==> src/rtl/bcd_csel_digit.sv <==
module bcd_csel_digit (
  input  logic [3:0] a,
  input  logic [3:0] b,
  input  logic       cin,
  output logic [3:0] dsum,
  output logic       dcout,
  output logic       corr,
  output logic       prop
);

  logic [3:0] s;
  logic [4:0] rc;
  logic       k0, k1, k;
  logic [2:0] fc;

  // binary add of the two digits, no carry-in
  assign rc[0] = 1'b0;
  for (genvar i = 0; i < 4; i++) begin : g_bin
    assign s[i]    = a[i] ^ b[i] ^ rc[i];
    assign rc[i+1] = (a[i] & b[i]) | (rc[i] & (a[i] ^ b[i]));
  end

  assign corr = rc[4] | (s[3] & (s[2] | s[1]));
  assign prop = s[3] & s[0];

  // both decimal carries ready before cin arrives
  assign k0 = corr;
  assign k1 = corr | prop;
  assign k  = cin ? k1 : k0;
  assign dcout = k;

  // reduced final adder: cin at bit 0, K at bits 1 and 2
  assign dsum[0] = s[0] ^ cin;
  assign fc[0]   = s[0] & cin;
  assign dsum[1] = s[1] ^ k ^ fc[0];
  assign fc[1]   = (s[1] & k) | (fc[0] & (s[1] ^ k));
  assign dsum[2] = s[2] ^ k ^ fc[1];
  assign fc[2]   = (s[2] & k) | (fc[1] & (s[2] ^ k));
  assign dsum[3] = s[3] ^ fc[2];

endmodule

==> config.mk <==
export PLATFORM = sky130hd
export DESIGN_NAME = bcd_csel_digit
export DESIGN_NICKNAME = d
export VERILOG_FILES = /design/src/rtl/bcd_csel_digit.sv
export SDC_FILE = /design/constraint.sdc
export NUM_CORES = 1
export LEC_CHECK = 0
export BUFFER_PORTS_ARGS = -buffer_cell sky130_fd_sc_hd__buf_4
export CAP_MARGIN = 0
export CORE_AREA = 2 2 39 41
export DETAILED_ROUTE_END_ITERATION = 7
export DIE_AREA = 0 0 41 43
export SLEW_MARGIN = 20
export SYNTH_ARGS = -nofsm -noshare
export SYNTH_HDL_FRONTEND = slang
export SYNTH_SLANG_ARGS = --single-unit
export TNS_END_PERCENT = 5
==> constraint.sdc <==
create_clock -name vclk -period 10.5
set_clock_uncertainty 0.15 [all_clocks]
set_input_delay 1.575 -clock vclk [all_inputs]
set_output_delay 1.575 -clock vclk [all_outputs]
set_load 0.05 [all_outputs]
==> impl_metrics.py <==
metrics = {
    "worst_setup_path": {
        "startpoint_type": "primary input",
        "end_kind": "output pin",
        "crit_path_max_incr_delay_ns": 0.45,
        "cp_cell_sequence": "buf_4 -> ha_1 -> fa_1 -> inv_1 -> fa_1 -> nor2b_4 -> a21boi_4 -> o21ai_0 -> fa_1 -> inv_1 -> fa_1 -> xor2_1 -> buf_4",
        "worst_path_max_delay_cell": "fa_1",
        "cp_data_arrival_time_ns": 4.32,
        "worstPathRequired_ns": 8.78,
        "crit_type": "in -> out",
        "cp_common_cell": "fa_1",
        "worst-path-max-fanout": 2,
    },
    "logic_synthesis": {
        "synth_simple_gate_area_share_pct": 9.249,
        "syn_nets": 37,
        "synth_area_leaders": "fa_1 46%, inv_1 12%, ha_1 12%",
        "synthAdderAreaFrac_pct": 57.80,
        "yosysUniqueCellTypes": 9,
        "synth_top_cell_area_share_pct": 46.24,
        "yosys.area.top_type": "fa_1",
        "synthMuxAreaShare_pct": 0,
        "synth.cell_area_um2": 216.5,
        "ys.warnings.count": 0,
        "synth_compound_area_share_pct": 16.76,
        "yosysMostFrequentCell": "inv_1",
        "ys_seq_area_share_pct": 0,
        "yosys.area_share.xor_xnor_pct": 4.046,
        "synth_common_cells": "7 x inv_1, 5 x fa_1, 2 x ha_1, 2 x o21ai_0",
        "synth_top_family_by_area": "adder cells",
        "syn_inst": 21,
        "avgSynthCellArea_um2": 10.31,
    },
    "final_layout": {
        "layout-drive-gt1-share_pct": 48.65,
        "n_clock_buffer": 0,
        "seq_cells": 0,
        "areaGrowthSynthToFinish_pct": 64.74,
        "fillers": 165,
        "regArea_um2": 0,
        "fin_area_um2": 356.6,
        "antenna_cells": 0,
        "nets": 55,
    },
    "timing": {
        "setup_violations": 0,
        "rsz0062_at_grt": "false",
        "tightest_slew_ns": 0.3401,
        "holdWs_ns": 3.413,
        "period_minus_slack_ns": 6.049,
        "max_slew_margin_pct": 77.09,
        "tns_ns": 0,
        "timing.final.crit_share_pct": 57.61,
        "fmax_ghz": 0.1653,
        "slew_viol_final": 0,
        "hold_viol_final": 0,
    },
    "clocking": {
        "post_cts_buffers": 0,
        "cts_hold_buf": 0,
        "ctsResizeCount": 0,
    },
    "floorplanning": {
        "rows": 14,
        "dieHeight_um": 43,
        "core_um2": 1384,
        "dieArea_um2": 1763,
        "initial_core_util_pct": 15.64,
        "dieWidth_um": 41,
        "io_pins": 16,
    },
    "drt": {
        "via_count": 186,
        "drcViolationCount": 0,
        "wire_per_inst_um": 7.340,
        "final_antenna_net_count": 0,
        "totalWireLength_um": 389,
        "drt-vias-per-instance": 3.509,
        "first_iter_violations": 0,
        "drtPass1Iterations": 1,
    },
    "worst_hold_path": {
        "min_path_type": "in -> out",
        "hold_depth": 3,
    },
    "status": {
        "status": "complete, no violations",
    },
    "power": {
        "power_leakage_nw": 0.1895,
        "power.density_nw_per_um2": 178.0,
        "ir_drop_mv": 0.05422,
    },
    "global_route": {
        "grt_antenna_before_repair": 0,
        "grt_max_degree": 6,
        "grt-ovfl-total": 0,
        "grt_pass1_wl_um": 703,
        "grtUsageTotal_pct": 5.242,
        "grt_pass1_vias": 201,
    },
    "place": {
        "place.gp.congestion": 0.6627,
        "place_area_um2": 356.6,
        "port_buffers": 16,
    },
    "job": {
        "max-cap-violations": 0,
    },
}
-- layout by cell type (no fill, tap or decap) --
| cell type | n |
|---|---|
| a21boi_4 | 1 |
| buf_4 | 16 |
| fa_1 | 5 |
| ha_1 | 2 |
| inv_1 | 7 |
| nor2b_1 | 1 |
| nor2b_4 | 1 |
| o21a_1 | 1 |
| o21ai_0 | 2 |
| xor2_1 | 1 |
-- layout make-up --
class | instances | area, µm² | area share (%)
Inverter | 7 | 26.28 | 7.368
Multi-Input combinational cell | 14 | 190.2 | 53.33
Tap cell | 16 | 20.02 | 5.614
Timing Repair Buffer | 16 | 120.1 | 33.68
-- where the power goes --
| group | leakage [nW] | internal (mW) | switching [mW] |
|---|---|---|---|
| logic | 0.190 | 0.0211 | 0.0423 |
| clock network | 0 | 0 | 0 |
| registers | 0 | 0 | 0 |
-- worst max-delay path, delay by kind of cell --
family	cells	cell delay [ns]
compound gates	2	0.43
xor+xnor	1	0.14
fa+ha+maj	5	1.60
buf+inv	4	0.44
simple gates	1	0.15
-- worst paths after layout --
check / from / to / slack (ns)
setup / recovery: a[0] / dsum[3] / 4.45
hold / removal: cin / dsum[0] / 3.41
-- metrics by stage --
stage | std cells | total power, mW | worst slack [ns] | utilization, %
6_report | 53 | 0.06346 | 4.451 | 25.77
5_1_grt | 53 | 0.06783 | 4.274 | 25.77
4_1_cts | 53 | 0.06467 | 4.416 | 25.77
3_5_place_dp | 53 | 0.06455 | 4.420 | 25.77
3_3_place_gp | 53 | 0.06459 | 4.418 | 25.77
2_1_floorplan | 21 | 0.04765 | 3.113 | -
-- cell families (layout without fill, tap and decap cells) --
group | after synthesis | after routing
compound gates | 4 | 4
buf+inv | 7 | 23
fa+ha+maj | 7 | 7
simple gates | 2 | 2
xor+xnor | 1 | 1
-- per-layer routing --
| metal | wire (µm) | track usage [%] | vias to the layer above |
|---|---|---|---|
| met5 | 0 | 0 | - |
| met4 | 0 | 0 | 0 |
| met3 | 45 | 0 | 0 |
| met2 | 191 | 10.00 | 9 |
| met1 | 152 | 6.515 | 82 |
| li1 | - | - | 95 |
No activity file was read; power rests on OpenSTA's default activity.
